==> config.mk <==
export PLATFORM = sky130hd
export DESIGN_NAME = qpair_load
export DESIGN_NICKNAME = d
export VERILOG_FILES = /design/src/rtl/qpl_pkg.sv /design/src/rtl/qpl_ea_gen.sv /design/src/rtl/qpl_byte_rev.sv /design/src/rtl/qpl_steer.sv /design/src/rtl/qpair_load.sv
export SDC_FILE = /design/constraint.sdc
export NUM_CORES = 1
export LEC_CHECK = 0
export BUFFER_PORTS_ARGS = -buffer_cell sky130_fd_sc_hd__clkbuf_2
export CAP_MARGIN = 20
export CORE_ASPECT_RATIO = 0.8
export CORE_MARGIN = 2
export CORE_UTILIZATION = 45
export CTS_BUF_LIST = sky130_fd_sc_hd__clkbuf_16
export CTS_CLUSTER_SIZE = 16
export DETAILED_ROUTE_END_ITERATION = 8
export GPL_TIMING_DRIVEN = 0
export PLACE_DENSITY_LB_ADDON = 0.12
export SLEW_MARGIN = 25
export SYNTH_ARGS = -nofsm -noshare
export SYNTH_HDL_FRONTEND = slang
export SYNTH_SLANG_ARGS = --single-unit
export TNS_END_PERCENT = 30
==> constraint.sdc <==
create_clock -name clk -period 6.1 [get_ports clk]
set_input_delay 0.915 -clock clk [delete_from_list [all_inputs] [get_ports clk]]
set_output_delay 0.915 -clock clk [all_outputs]
set_load 0.01 [all_outputs]
==> src/rtl/qpl_pkg.sv <==
package qpl_pkg;
    typedef enum logic [1:0] {
        ST_IDLE = 2'd0,
        ST_RD0  = 2'd1,
        ST_RD1  = 2'd2,
        ST_WB   = 2'd3
    } qpl_state_e;
endpackage

==> src/rtl/qpl_ea_gen.sv <==
module qpl_ea_gen #(
    parameter int XLEN = 64,
    parameter int RA_W = 5,
    parameter int DQ_W = 12
) (
    input  logic [RA_W-1:0] base_idx,
    input  logic [XLEN-1:0] base_val,
    input  logic [DQ_W-1:0] dq,
    output logic [XLEN-1:0] ea
);
    localparam int EXT_W = XLEN - DQ_W - 4;

    logic [XLEN-1:0] base_eff;
    logic [XLEN-1:0] offset;

    always_comb begin
        base_eff = (base_idx == '0) ? '0 : base_val;
        offset   = {{EXT_W{dq[DQ_W-1]}}, dq, 4'b0000};
        ea       = base_eff + offset;
    end
endmodule

==> src/rtl/qpl_byte_rev.sv <==
module qpl_byte_rev #(
    parameter int XLEN = 64
) (
    input  logic [XLEN-1:0] din,
    output logic [XLEN-1:0] dout
);
    localparam int NBYTES = XLEN / 8;

    for (genvar k = 0; k < NBYTES; k++) begin : g_lane
        assign dout[8*k +: 8] = din[8*(NBYTES-1-k) +: 8];
    end
endmodule

==> src/rtl/qpl_steer.sv <==
module qpl_steer #(
    parameter int XLEN = 64
) (
    input  logic            le,
    input  logic [XLEN-1:0] dw_lo,
    input  logic [XLEN-1:0] dw_hi,
    output logic [XLEN-1:0] even_data,
    output logic [XLEN-1:0] odd_data
);
    logic [XLEN-1:0] lo_rev;
    logic [XLEN-1:0] hi_rev;

    qpl_byte_rev #(.XLEN(XLEN)) u_rev_lo (.din(dw_lo), .dout(lo_rev));
    qpl_byte_rev #(.XLEN(XLEN)) u_rev_hi (.din(dw_hi), .dout(hi_rev));

    always_comb begin
        if (le) begin
            even_data = hi_rev;
            odd_data  = lo_rev;
        end else begin
            even_data = dw_lo;
            odd_data  = dw_hi;
        end
    end
endmodule

==> src/rtl/qpair_load.sv <==
module qpair_load
    import qpl_pkg::*;
#(
    parameter int XLEN = 64,
    parameter int RA_W = 5,
    parameter int DQ_W = 12
) (
    input  logic            clk,
    input  logic            rst_n,
    input  logic            start,
    input  logic [RA_W-1:0] base_idx,
    input  logic [XLEN-1:0] base_val,
    input  logic [DQ_W-1:0] dq,
    input  logic [RA_W-1:0] tgt_idx,
    input  logic            le_mode,
    output logic            busy,
    output logic            mem_req,
    output logic [XLEN-1:0] mem_addr,
    input  logic            mem_rvalid,
    input  logic [XLEN-1:0] mem_rdata,
    output logic            wr_even_en,
    output logic [RA_W-1:0] wr_even_idx,
    output logic [XLEN-1:0] wr_even_data,
    output logic            wr_odd_en,
    output logic [RA_W-1:0] wr_odd_idx,
    output logic [XLEN-1:0] wr_odd_data,
    output logic            invalid_form
);
    localparam int PAIR_W = RA_W - 1;
    localparam logic [XLEN-1:0] DW_STEP = XLEN'(XLEN / 8);

    typedef struct packed {
        qpl_state_e       st;
        logic [XLEN-1:0]  ea;
        logic [XLEN-1:0]  dw_lo;
        logic [XLEN-1:0]  dw_hi;
        logic [PAIR_W-1:0] pair;
        logic             le;
        logic             inv;
    } qpl_regs_t;

    qpl_regs_t state_d, state_q;
    logic [XLEN-1:0] ea_calc;

    qpl_ea_gen #(.XLEN(XLEN), .RA_W(RA_W), .DQ_W(DQ_W)) u_ea (
        .base_idx (base_idx),
        .base_val (base_val),
        .dq       (dq),
        .ea       (ea_calc)
    );

    qpl_steer #(.XLEN(XLEN)) u_steer (
        .le        (state_q.le),
        .dw_lo     (state_q.dw_lo),
        .dw_hi     (state_q.dw_hi),
        .even_data (wr_even_data),
        .odd_data  (wr_odd_data)
    );

    always_comb begin
        state_d     = state_q;
        state_d.inv = 1'b0;
        case (state_q.st)
            ST_IDLE: begin
                if (start) begin
                    if (tgt_idx[0]) begin
                        state_d.inv = 1'b1;
                    end else begin
                        state_d.st   = ST_RD0;
                        state_d.ea   = ea_calc;
                        state_d.pair = tgt_idx[RA_W-1:1];
                        state_d.le   = le_mode;
                    end
                end
            end
            ST_RD0: begin
                if (mem_rvalid) begin
                    state_d.dw_lo = mem_rdata;
                    state_d.st    = ST_RD1;
                end
            end
            ST_RD1: begin
                if (mem_rvalid) begin
                    state_d.dw_hi = mem_rdata;
                    state_d.st    = ST_WB;
                end
            end
            default: state_d.st = ST_IDLE;
        endcase
    end

    always_ff @(posedge clk) begin
        if (!rst_n) begin
            state_q <= '0;
        end else begin
            state_q <= state_d;
        end
    end

    always_comb begin
        busy         = (state_q.st != ST_IDLE);
        mem_req      = (state_q.st == ST_RD0) || (state_q.st == ST_RD1);
        mem_addr     = (state_q.st == ST_RD1) ? state_q.ea + DW_STEP : state_q.ea;
        wr_even_en   = (state_q.st == ST_WB);
        wr_odd_en    = (state_q.st == ST_WB);
        wr_even_idx  = {state_q.pair, 1'b0};
        wr_odd_idx   = {state_q.pair, 1'b1};
        invalid_form = state_q.inv;
    end

    AST_REQ_HOLD: assert property (@(posedge clk) disable iff (!rst_n)
        (mem_req && !mem_rvalid) |=> (mem_req && $stable(mem_addr)));
    AST_SECOND_ADDR: assert property (@(posedge clk) disable iff (!rst_n)
        (state_q.st == ST_RD0 && mem_rvalid) |=> (mem_req && mem_addr == $past(mem_addr) + DW_STEP));
    AST_WR_PULSE: assert property (@(posedge clk) disable iff (!rst_n)
        wr_even_en |=> (!wr_even_en && !wr_odd_en));
    AST_WR_AFTER_RESP: assert property (@(posedge clk) disable iff (!rst_n)
        $rose(wr_even_en) |-> $past(mem_rvalid && mem_req));
    AST_INV_QUIET: assert property (@(posedge clk) disable iff (!rst_n)
        invalid_form |-> (!mem_req && !wr_even_en && !wr_odd_en && !busy));
    AST_INV_PULSE: assert property (@(posedge clk) disable iff (!rst_n)
        invalid_form |=> !invalid_form);
    AST_BUSY_NO_INV: assert property (@(posedge clk) disable iff (!rst_n)
        (busy && start) |=> !invalid_form);
endmodule

==> impl_metrics.sql, run 1 <==
INSERT INTO impl_metrics (metric_group, metric, value, unit) VALUES
('run_status', 'run_status', 'finished, final reports clean', ''),
('sta', 'final.setup_skew', '0.0118', 'ns'),
('global_route', 'grt_usage', '27.7', '%'),
('floorplanning', 'fp.dieArea', '30800', 'um^2'),
('critical_path', 'critical-path-slowest-cell', 'sky130_fd_sc_hd__fa_1', ''),
('sta', 'rsz0062_at_grt', 'no', ''),
('placed_design', 'placed_area', '15500', 'um^2'),
('sta', 'tightest_slew', '0.769', 'ns'),
('synth', 'post_syn_area_per_cell', '7.65', 'um^2'),
('layout', 'design_area', '16100', 'um^2'),
('layout', 'multi_input_area', '8660', 'um^2'),
('floorplanning', 'io_pins', '362', ''),
('global_route', 'grt_pass1_wl', '66.8', 'mm'),
('cts', 'ctsResizeCount', '0', ''),
('sta', 'fmaxAchievable', '200', 'MHz'),
('critical_path', 'worst_setup_path_start_kind', 'input pin', ''),
('routing', 'vias', '13434', ''),
('floorplanning', 'initial_core_util', '45.5', '%'),
('layout', 'layout.area.seq', '4000', 'um^2'),
('sta', 'timing.final.hold_violations', '0', ''),
('global_route', 'grt_pass1_vias', '12073', ''),
('layout', 'layout.cells.most_common_list', 'sky130_fd_sc_hd__nand2_1, sky130_fd_sc_hd__clkbuf_2, sky130_fd_sc_hd__a21oi_1', ''),
('synth', 'synth-warning-count', '0', ''),
('synth', 'synthCells', '1728', ''),
('critical_path', 'cp_data_required_time', '6.42', 'ns'),
('routing', 'post_drt_wl_per_cell', '17.7', 'um'),
('critical_path', 'critPathCaptureType', 'flip-flop', ''),
('synth', 'yosys_register_bits', '200', ''),
('placed_design', 'place_hpwl', '35.5', 'mm'),
('floorplanning', 'die_w', '196', 'um'),
('routing', 'drt_drc_violations_left', '0', ''),
('global_route', 'antenna_found_initial', '1', ''),
('critical_path', 'cp_slowest_stage_delay', '0.42', 'ns'),
('critical_path', 'crit_type', 'in2reg', ''),
('critical_path', 'cp_num_cells', '18', ''),
('floorplanning', 'floorplan.die.height', '157', 'um'),
('routing', 'first_pass_iters', '5', ''),
('placed_design', 'numPortBuffers', '359', ''),
('min_path', 'hold_depth', '2', ''),
('synth', 'netlist_area_pre_place', '13200', 'um^2'),
('cts', 'cts_sinks', '200', ''),
('critical_path', 'family_with_the_most_delay_on_the_worst_path', 'compound AO/OA/AOI/OAI gates', ''),
('synth', 'yosysUniqueCellTypes', '68', ''),
('synth', 'count_of_flip_flops_with_a_built_in_enable_after_synthesis', '0', ''),
('sta', 'finalHoldWorstSlack', '0.462', 'ns'),
('critical_path', 'list_of_cells_traversed_by_the_critical_path', 'clkbuf_2, nor3_1, nand2_1, clkbuf_1, and2_1, ha_1, fa_1, a21oi_1, o221ai_2, a32oi_1, a21oi_1, or3_1, a21o_1, a21oi_4, o21ai_2, nand3_2, mux2i_1, a311o_1', ''),
('cts', 'cts.reportedPaths.clkPinSlew', '0.08', 'ns'),
('min_path', 'hold_path.class', 'reg2reg', ''),
('power_and_ir_drop', 'power.static_leakage', '6.92', 'nW'),
('critical_path', 'cp_num_buf_inv', '2', ''),
('synth', 'ys_seq_area_share', '30.3', '%'),
('cts', 'clock-root-buffer', 'sky130_fd_sc_hd__clkbuf_16', ''),
('sta', 'layout_worst_path_cycle_share', '81.9', '%'),
('routing', 'totalWireLength', '44.2', 'mm'),
('routing', 'drt_iter0_drc', '801', ''),
('sta', 'finalSetupTns', '0', 'ns'),
('run', 'cap_violations', '0', ''),
('floorplanning', 'design.core.area', '29100', 'um^2'),
('critical_path', 'reg2reg_depth', '8', ''),
('layout', 'final_common_cell', 'sky130_fd_sc_hd__nand2_1', ''),
('synth', 'share_of_synthesized_registers_carrying_an_async_set_or_reset', '0', '%'),
('cts', 'clock_tree_from_tritoncts', 'done', ''),
('sta', 'max-slew-margin-rel', '48.7', '%'),
('sta', 'setup_viol_count_final', '0', ''),
('global_route', 'largest_net_degree_at_the_start_of_global_routing', '50', ''),
('layout', 'fill_cells', '2871', ''),
('cts', 'cts.htree.levels', '4', ''),
('cts', 'clk_path_buf_depth', '2', ''),
('synth', 'synthesized_nets', '1948', ''),
('sta', 'min_period', '5.00', 'ns'),
('power_and_ir_drop', 'max-vdd-ir-drop', '215', 'uV');
[logic make-up after synthesis]
| logic type | count (synthesis) | share of synthesized area, % |
|---|---|---|
| and+or+nand+nor | 695 | 23.3 |
| AOI/OAI and AO/OA | 384 | 16.9 |
| other | 2 | 0.0568 |
| buffers and inverters | 133 | 4.20 |
| xor gates and xnor gates | 115 | 7.62 |
| muxes | 134 | 11.4 |
| adders and majority gates | 65 | 6.21 |
| DFF | 200 | 30.3 |
[state kept, by name, summed over array words and instances (netlist names)]
name          flops
invalid_form      1
state_q         195
wr_even_idx       4
[worst min-delay path, stage by stage, from the launching register on]
cell and delay [ns]:
sky130_fd_sc_hd__dfxtp_1 0.32, sky130_fd_sc_hd__nand2_1 0.05, sky130_fd_sc_hd__a21oi_1 0.05
[metal layers]
layer,vias to the layer above,global-route usage [%],wire length (um)
met4,0,7.74,872
met5,-,0,0
met3,49,4.07,3040
li1,6678,-,-
met1,6219,39.9,21000
met2,488,42.9,19300
[power by group]
group | internal [mW] | switching [mW] | leakage [nW]
sequential | 1.47 | 0.152 | 1.62
combinational | 0.613 | 0.955 | 5.01
clock | 0.582 | 0.564 | 0.292
total | 2.66 | 1.67 | 6.92
[synthesized netlist by cell type (10+ instances only)]
master	number	area share [%]
sky130_fd_sc_hd__a21o_1	27	1.5
sky130_fd_sc_hd__a21oi_1	250	9.5
sky130_fd_sc_hd__and2_1	67	3.2
sky130_fd_sc_hd__and3_1	14	0.66
sky130_fd_sc_hd__buf_1	11	0.31
sky130_fd_sc_hd__buf_4	14	0.80
sky130_fd_sc_hd__clkbuf_1	85	2.4
sky130_fd_sc_hd__dfxtp_1	200	30
sky130_fd_sc_hd__ha_1	64	6.1
sky130_fd_sc_hd__inv_1	19	0.54
sky130_fd_sc_hd__mux2_2	130	11
sky130_fd_sc_hd__nand2_1	449	13
sky130_fd_sc_hd__nand3_1	45	1.7
sky130_fd_sc_hd__nand4_1	31	1.5
sky130_fd_sc_hd__nor2_1	44	1.2
sky130_fd_sc_hd__nor2b_1	10	0.47
sky130_fd_sc_hd__o21ai_0	39	1.5
sky130_fd_sc_hd__xnor2_1	83	5.5
sky130_fd_sc_hd__xor2_1	32	2.1
[stage by stage]
step	cells	total power, mW	setup WS, ns
after floorplan	1728	2.62	1.83
after global placement	2464	3.17	0.690
after detailed placement	2464	3.20	0.656
after CTS	2496	4.34	1.12
after global routing	2496	4.58	0.824
final	2497	4.33	1.10
[worst paths after layout]
path,startpoint,endpoint,slack (ns)
max,base_idx[1],state_q[192],1.10
min,state_q[135],state_q[135],0.46
max reg2reg,state_q[198],state_q[185],3.46
min reg2reg,state_q[135],state_q[135],0.46
[final cells by class]
class | instances | share of cell area (%)
well taps | 377 | 2.93
clock buffers | 17 | 2.65
plain buffers | 113 | 2.99
clock inverters | 15 | 0.973
repair buffers | 359 | 11.2
multi-input cells | 1395 | 53.9
flip-flops and latches | 200 | 24.9
diodes | 1 | 0.0156
inverters | 20 | 0.467
(Power assumes the default switching activity.)
==> run 2, diff against run 1 <==
ABC_AREA = 1   (was not set)
clock period = 4.9 ns   (was 6.1 ns; I/O delays follow)
==> impl_metrics.sql, run 2 <==
INSERT INTO impl_metrics (metric_group, metric, value, unit) VALUES
('cts', 'cts-buffers-inserted', '17', ''),
('sta', 'layout_worst_path_cycle_share', '77.6', '%'),
('floorplanning', 'initial_core_util', '45.7', '%'),
('cts', 'cts.htree.levels', '4', ''),
('routing', 'drt_drc_violations_left', '0', ''),
('routing', 'first_pass_iters', '5', ''),
('synth', 'area_fraction_in_and_or_nand_and_nor_cells_after_synthesis', '33.7', '%'),
('run', 'cap_violations', '0', ''),
('layout', 'registers.top_by_ff_count', 'state_q', ''),
('routing', 'post_drt_wl_per_cell', '16.8', 'um'),
('power_and_ir_drop', 'proportion_of_power_drawn_by_flip_flops_and_latches', '33.7', '%'),
('placed_design', 'place_hpwl', '51.6', 'mm'),
('power_and_ir_drop', 'p_sw', '2.91', 'mW'),
('layout', 'areaGrowthSynthToFinish', '18.6', '%'),
('cts', 'cts_hold_repair.buffers', '0', ''),
('layout', 'layout.area.seq', '4000', 'um^2'),
('global_route', 'grt_overflow_total', '0', ''),
('synth', 'multiplexer_share_of_the_synthesized_area', '0', '%'),
('sta', 'final.setup_skew', '0.00616', 'ns'),
('floorplanning', 'design.core.area', '34800', 'um^2'),
('critical_path', 'worst_setup_path_startpoint', 'base_idx[3]', ''),
('power_and_ir_drop', 'internal_power', '3.63', 'mW'),
('global_route', 'grt_pass1_vias', '16762', ''),
('power_and_ir_drop', 'share_of_power_burned_in_combinational_logic', '44.6', '%'),
('min_path', 'hold_path.class', 'reg2reg', ''),
('run_status', 'run_status', 'finished, final reports clean', ''),
('critical_path', 'crit_type', 'in2reg', ''),
('critical_path', 'worst_setup_path_start_kind', 'input pin', ''),
('cts', 'cts_sinks', '200', ''),
('synth', 'share_of_synthesized_registers_carrying_an_async_set_or_reset', '0', '%'),
('synth', 'post_syn_area_per_cell', '5.68', 'um^2'),
('synth', 'yosys_register_bits', '200', ''),
('placed_design', 'place_congestion', '0.965', ''),
('sta', 'max-slew-margin-rel', '43.1', '%'),
('synth', 'synth-warning-count', '0', ''),
('routing', 'drt_iter0_drc', '1862', ''),
('critical_path', 'critPathCaptureType', 'flip-flop', ''),
('cts', 'clock-root-buffer', 'sky130_fd_sc_hd__clkbuf_16', ''),
('synth', 'netlist.top_cell.by_area', 'sky130_fd_sc_hd__dfxtp_1', ''),
('routing', 'via_density_per_instance', '5.13', ''),
('synth', 'ys_seq_area_share', '25.2', '%'),
('cts', 'clk_path_buf_depth', '2', ''),
('sta', 'rsz0062_at_grt', 'no', ''),
('layout', 'layout.cells.most_common_list', 'sky130_fd_sc_hd__nand2_1, sky130_fd_sc_hd__inv_1, sky130_fd_sc_hd__clkbuf_2', ''),
('power_and_ir_drop', 'pwr-share-clk', '21.7', '%'),
('power_and_ir_drop', 'netSwitchingFraction', '44.5', '%'),
('cts', 'ctsResizeCount', '0', ''),
('cts', 'post_cts_buffers', '0', ''),
('power_and_ir_drop', 'power.static_leakage', '10.1', 'nW'),
('synth', 'largest_family_of_logic_cells_by_synthesized_area', 'simple AND/OR/NAND/NOR gates', ''),
('sta', 'fmaxAchievable', '263', 'MHz'),
('layout', 'final_common_cell', 'sky130_fd_sc_hd__nand2_1', ''),
('critical_path', 'reg2reg_depth', '9', ''),
('cts', 'cts.reportedPaths.clkPinSlew', '0.07', 'ns'),
('sta', 'postLayoutSetupSlackWorst', '1.10', 'ns'),
('routing', 'totalWireLength', '61.6', 'mm'),
('critical_path', 'ff2ff_setup_slack', '1.88', 'ns'),
('layout', 'layout.nets', '3399', ''),
('sta', 'setup_viol_count_final', '0', ''),
('routing', 'vias', '18798', ''),
('floorplanning', 'num_rows', '61', ''),
('critical_path', 'critical-path-slowest-cell', 'sky130_fd_sc_hd__nand2_1', ''),
('power_and_ir_drop', 'max-vdd-ir-drop', '206', 'uV'),
('synth', 'most_instantiated_flip_flop_cell_in_the_synthesis_netlist', 'sky130_fd_sc_hd__dfxtp_1', ''),
('global_route', 'largest_net_degree_at_the_start_of_global_routing', '50', ''),
('sta', 'timing.final.hold_violations', '0', ''),
('layout', 'design_area', '18900', 'um^2'),
('synth', 'synthDominantCellAreaShare', '25.2', '%'),
('sta', 'final-max-slew-violation-count', '0', ''),
('cts', 'clock_tree_from_tritoncts', 'done', ''),
('critical_path', 'crit-reg2reg-launch', 'state_q[199]', ''),
('critical_path', 'worstPathMaxFanout', '10', ''),
('sta', 'tightest_slew', '0.854', 'ns'),
('layout', 'drive_gt1_share', '13.5', '%'),
('synth', 'synthesized_area_fraction_occupied_by_ao_oa_aoi_and_oai_cells', '16.0', '%'),
('sta', 'finalSetupTns', '0', 'ns'),
('critical_path', 'cp-endpoint', 'state_q[188]', ''),
('power_and_ir_drop', 'p_per_area', '346', 'nW/um^2'),
('synth', 'synthCells', '2801', ''),
('synth', 'yosys-top-cells-count', 'sky130_fd_sc_hd__nand2_1, sky130_fd_sc_hd__inv_1, sky130_fd_sc_hd__nor2_1, sky130_fd_sc_hd__o21ai_0, sky130_fd_sc_hd__dfxtp_1', ''),
('critical_path', 'critical-path-top-cell-by-count', 'sky130_fd_sc_hd__nand2_1', ''),
('layout', 'multi_input_area', '9460', 'um^2'),
('min_path', 'hold_depth', '2', ''),
('critical_path', 'worst-endpoint-arrival', '4.15', 'ns'),
('global_route', 'grt_pass1_wl', '93.2', 'mm'),
('synth', 'synthesized_nets', '3021', ''),
('synth', 'synth.top_cells.by_area', 'sky130_fd_sc_hd__dfxtp_1, sky130_fd_sc_hd__nand2_1, sky130_fd_sc_hd__inv_1, sky130_fd_sc_hd__o21ai_0, sky130_fd_sc_hd__nor2_1', ''),
('synth', 'post-synth-top-count-cell', 'sky130_fd_sc_hd__nand2_1', ''),
('floorplanning', 'die_w', '214', 'um'),
('critical_path', 'cp_data_required_time', '5.25', 'ns'),
('layout', 'max_ffs_per_register', '195', ''),
('layout', 'fill_cells', '3754', ''),
('critical_path', 'cp_slowest_stage_delay', '0.50', 'ns'),
('placed_design', 'post-place-ws', '0.643', 'ns'),
('floorplanning', 'floorplan.die.height', '172', 'um'),
('critical_path', 'r2r-end', 'state_q[182]', ''),
('synth', 'netlist_area_pre_place', '15900', 'um^2'),
('cts', 'clkLatencyLatePin', '0.45', 'ns'),
('critical_path', 'list_of_cells_traversed_by_the_critical_path', 'clkbuf_2, nor3_1, nand2_1, clkbuf_1, nand2_1, inv_1, ha_1, nand2_1, nor2_1, inv_1, nor3_1, nand2_1, nor2_1, nand2_1, nand4_1, nand3_1, nand2_1, inv_1', ''),
('synth', 'post_synthesis_xor_xnor_area_fraction', '4.51', '%'),
('floorplanning', 'fp.dieArea', '36900', 'um^2'),
('global_route', 'grt_usage', '32.7', '%'),
('floorplanning', 'io_pins', '362', ''),
('synth', 'yosys.area_share.adder', '5.16', '%'),
('global_route', 'antenna_found_initial', '0', ''),
('sta', 'min_period', '3.80', 'ns'),
('placed_design', 'numPortBuffers', '359', ''),
('synth', 'yosysUniqueCellTypes', '39', ''),
('synth', 'count_of_flip_flops_with_a_built_in_enable_after_synthesis', '0', ''),
('placed_design', 'placed_area', '18300', 'um^2'),
('routing', 'antenna_left', '0', '');
==> run 2: cell types whose count changed after synthesis, sizes merged, moves of 88 or more <==
| cell | change |
|---|---|
| inv | +510 |
| nand2 | +361 |
| nor2 | +269 |
| o21ai | +255 |
| mux2 | -130 |
| a21oi | -88 |
==> run 2: worst min-delay path by stage <==
stage	startpoint	to	slack, ns
4_1_cts	state_q[45]	state_q[45]	0.47
6_report	state_q[19]	state_q[19]	0.47
3_5_place_dp	state_q[45]	state_q[45]	0.46
5_1_grt	state_q[17]	state_q[17]	0.49
2_1_floorplan	state_q[10]	state_q[10]	0.44
3_3_place_gp	state_q[28]	state_q[28]	0.45
==> run 2: final cells by class <==
cell class	count	share of cell area [%]
buffer	110	2.47
tap	472	3.13
multi-input combinational	1961	50.1
clock inverter	15	0.762
antenna	1	0.0133
sequential	200	21.2
inverter	530	10.5
timing repair buffer	359	9.53
clock buffer	17	2.25
==> run 2: cells by family after synthesis <==
group	count (synthesis)
buf+inv	640
compound gates	496
other cells	2
flops	200
simple gates	1316
xor+xnor	82
fa+ha+maj	65
==> run 2: power groups by stage <==
stage | clock, mW | sequential [mW] | combinational (mW)
final | 1.42 | 2.20 | 2.92
after detailed placement | 0 | 2.23 | 2.86
after global placement | 0 | 2.22 | 2.82
after floorplan | 0 | 2.17 | 1.78
after CTS | 1.43 | 2.20 | 2.88
after global routing | 1.50 | 2.24 | 3.24
==> run 2: through the flow <==
stage                     utilization (%)  hold slack (ns)  instances  power (mW)
after CTS                            54.2            0.470       3664        6.51
final                                54.2            0.469       3665        6.54
after global placement               52.6            0.450       3632        5.04
after detailed placement             52.6            0.459       3632        5.10
after global routing                 54.2            0.493       3664        6.98
after floorplan                         -            0.439       2801        3.94
==> run 2: worst max-delay path: cells and delay by family <==
family | cells | cell delay [ns]
buffers and inverters | 5 | 0.61
AND/OR/NAND/NOR | 12 | 2.40
adder cells (fa/ha/maj) | 1 | 0.39
==> run 2: per-layer routing <==
| layer | vias to the layer above | part of all wire (%) | GRT usage (%) |
|---|---|---|---|
| met5 | - | 0 | 0 |
| met4 | 0 | 1.9 | 8.39 |
| met3 | 74 | 8.2 | 4.17 |
| met2 | 788 | 42 | 50.1 |
| met1 | 8540 | 48 | 48.2 |
| li1 | 9396 | - | - |
==> run 3, diff against run 2 <==
clock period = 3.55 ns   (was 4.9 ns; I/O delays follow)
==> impl_metrics.sql, run 3 (synthesis results as in run 2) <==
INSERT INTO impl_metrics (metric_group, metric, value, unit) VALUES
('sta', 'finalHoldWorstSlack', '0.300', 'ns'),
('run', 'cap_violations', '0', ''),
('critical_path', 'worst-endpoint-arrival', '2.94', 'ns'),
('layout', 'design_area', '18900', 'um^2'),
('placed_design', 'place_hpwl', '51.6', 'mm'),
('cts', 'cts.reportedPaths.clkPinSlew', '0.08', 'ns'),
('layout', 'final_core_utilization', '54.4', '%'),
('placed_design', 'dp.cells', '3632', ''),
('power_and_ir_drop', 'power.static_leakage', '10.2', 'nW'),
('sta', 'postLayoutSetupSlackWorst', '0.0733', 'ns'),
('routing', 'via_density_per_instance', '5.13', ''),
('sta', 'timing.final.hold_violations', '0', ''),
('global_route', 'grt_pass1_vias', '16787', ''),
('global_route', 'largest_net_degree_at_the_start_of_global_routing', '50', ''),
('layout', 'registers.top_by_ff_count', 'state_q', ''),
('placed_design', 'place_congestion', '0.965', ''),
('sta', 'layout_worst_path_cycle_share', '97.9', '%'),
('critical_path', 'critPathCaptureType', 'output pin', ''),
('floorplanning', 'num_rows', '61', ''),
('cts', 'cts_sinks', '200', ''),
('global_route', 'grt_overflow_total', '0', ''),
('global_route', 'grt_usage', '32.7', '%'),
('sta', 'fmaxAchievable', '288', 'MHz'),
('cts', 'cts-buffers-inserted', '17', ''),
('routing', 'antenna_left', '0', ''),
('cts', 'post_cts_buffers', '0', ''),
('cts', 'cts_hold_repair.buffers', '0', ''),
('layout', 'layout.cells.most_common_list', 'sky130_fd_sc_hd__nand2_1, sky130_fd_sc_hd__inv_1, sky130_fd_sc_hd__clkbuf_2', ''),
('min_path', 'hold_path.class', 'in2reg', ''),
('power_and_ir_drop', 'p_per_area', '478', 'nW/um^2'),
('sta', 'final-max-slew-violation-count', '0', ''),
('critical_path', 'worst_setup_path_start_kind', 'flip-flop', ''),
('routing', 'drt_iter0_drc', '1969', ''),
('layout', 'layout.nets', '3399', ''),
('placed_design', 'post-place-ws', '-0.504', 'ns'),
('sta', 'final.setup_skew', '0.00646', 'ns'),
('floorplanning', 'design.core.area', '34800', 'um^2'),
('cts', 'clk_path_buf_depth', '2', ''),
('sta', 'min_period', '3.48', 'ns'),
('floorplanning', 'initial_core_util', '45.7', '%'),
('sta', 'setup_viol_count_final', '0', ''),
('sta', 'max-slew-margin-rel', '38.0', '%'),
('critical_path', 'cp_data_required_time', '3.02', 'ns'),
('critical_path', 'crit_type', 'reg2out', ''),
('routing', 'first_pass_iters', '6', ''),
('layout', 'max_ffs_per_register', '195', ''),
('floorplanning', 'floorplan.die.height', '172', 'um'),
('layout', 'stdcell_count', '3665', ''),
('layout', 'areaGrowthSynthToFinish', '18.9', '%'),
('routing', 'post_drt_wl_per_cell', '16.8', 'um'),
('run_status', 'run_status', 'finished, final reports clean', ''),
('layout', 'final_common_cell', 'sky130_fd_sc_hd__nand2_1', ''),
('placed_design', 'placed_area', '18300', 'um^2'),
('floorplanning', 'io_pins', '362', ''),
('sta', 'rsz0062_at_grt', 'yes', ''),
('floorplanning', 'fp.dieArea', '36900', 'um^2'),
('cts', 'clock_tree_from_tritoncts', 'done', ''),
('power_and_ir_drop', 'max-vdd-ir-drop', '285', 'uV'),
('floorplanning', 'die_w', '214', 'um'),
('layout', 'drive_gt1_share', '13.7', '%'),
('cts', 'clock-root-buffer', 'sky130_fd_sc_hd__clkbuf_16', ''),
('routing', 'drt_drc_violations_left', '0', ''),
('sta', 'tightest_slew', '0.929', 'ns'),
('cts', 'cts.htree.levels', '4', ''),
('layout', 'fill_cells', '3747', ''),
('routing', 'vias', '18802', ''),
('global_route', 'antenna_found_initial', '0', ''),
('placed_design', 'numPortBuffers', '359', ''),
('global_route', 'grt_pass1_wl', '93.2', 'mm'),
('sta', 'finalSetupTns', '0', 'ns'),
('routing', 'totalWireLength', '61.8', 'mm'),
('cts', 'clkLatencyLatePin', '0.45', 'ns'),
('critical_path', 'ff2ff_setup_slack', '0.49', 'ns'),
('critical_path', 'worstPathMaxFanout', '10', ''),
('power_and_ir_drop', 'post-layout-total-power', '9.05', 'mW');
## run 3: area by class of cell
class                   instances  area [um^2]  share of cell area [%]
repair buffers                359         1800                    9.50
plain buffers                 110          467                    2.46
multi-input cells            1961         9510                    50.2
well taps                     472          591                    3.12
diodes                          1         2.50                  0.0132
flip-flops and latches        200         4000                    21.1
clock buffers                  17          425                    2.25
inverters                     530         1990                    10.5
clock inverters                15          144                   0.760
## run 3: timing repair
item / in CTS / in global routing
gates resized for setup: 1 / 11
gates cloned: 0 / 0
setup endpoints to repair: 3 / 22
endpoints found under the hold margin: 0 / 0
## run 3: final timing paths
kind | start | end | depth (start not counted)
worst max-delay path | state_q[1] | wr_even_data[47] | 7
worst min-delay path | tgt_idx[0] | invalid_form | 3
worst max register to register | state_q[199] | state_q[184] | 9
worst min register to register | state_q[19] | state_q[19] | 2
## run 3: routing by layer
| layer | vias up | part of all wire [%] | track usage [%] |
|---|---|---|---|
| li1 | 9389 | - | - |
| met1 | 8528 | 48 | 48.2 |
| met2 | 814 | 42 | 50.2 |
| met3 | 71 | 8.1 | 4.17 |
| met4 | 0 | 1.8 | 8.42 |
| met5 | - | 0 | 0 |
## run 3: power by group
part | internal (mW) | leakage (nW) | switching, mW
Combinational | 1.32 | 8.25 | 2.72
Clock | 0.988 | 0.282 | 0.971
Sequential | 2.71 | 1.63 | 0.332
Total | 5.02 | 10.2 | 4.03
## run 3: worst max-delay path, stage by stage (launching register included)
cell	delay, ns
sky130_fd_sc_hd__dfxtp_1	0.36
sky130_fd_sc_hd__inv_1	0.13
sky130_fd_sc_hd__clkbuf_1	0.52
sky130_fd_sc_hd__clkbuf_1	0.46
sky130_fd_sc_hd__clkbuf_1	0.52
sky130_fd_sc_hd__nand2_1	0.11
sky130_fd_sc_hd__o21ai_0	0.18
sky130_fd_sc_hd__clkbuf_2	0.21
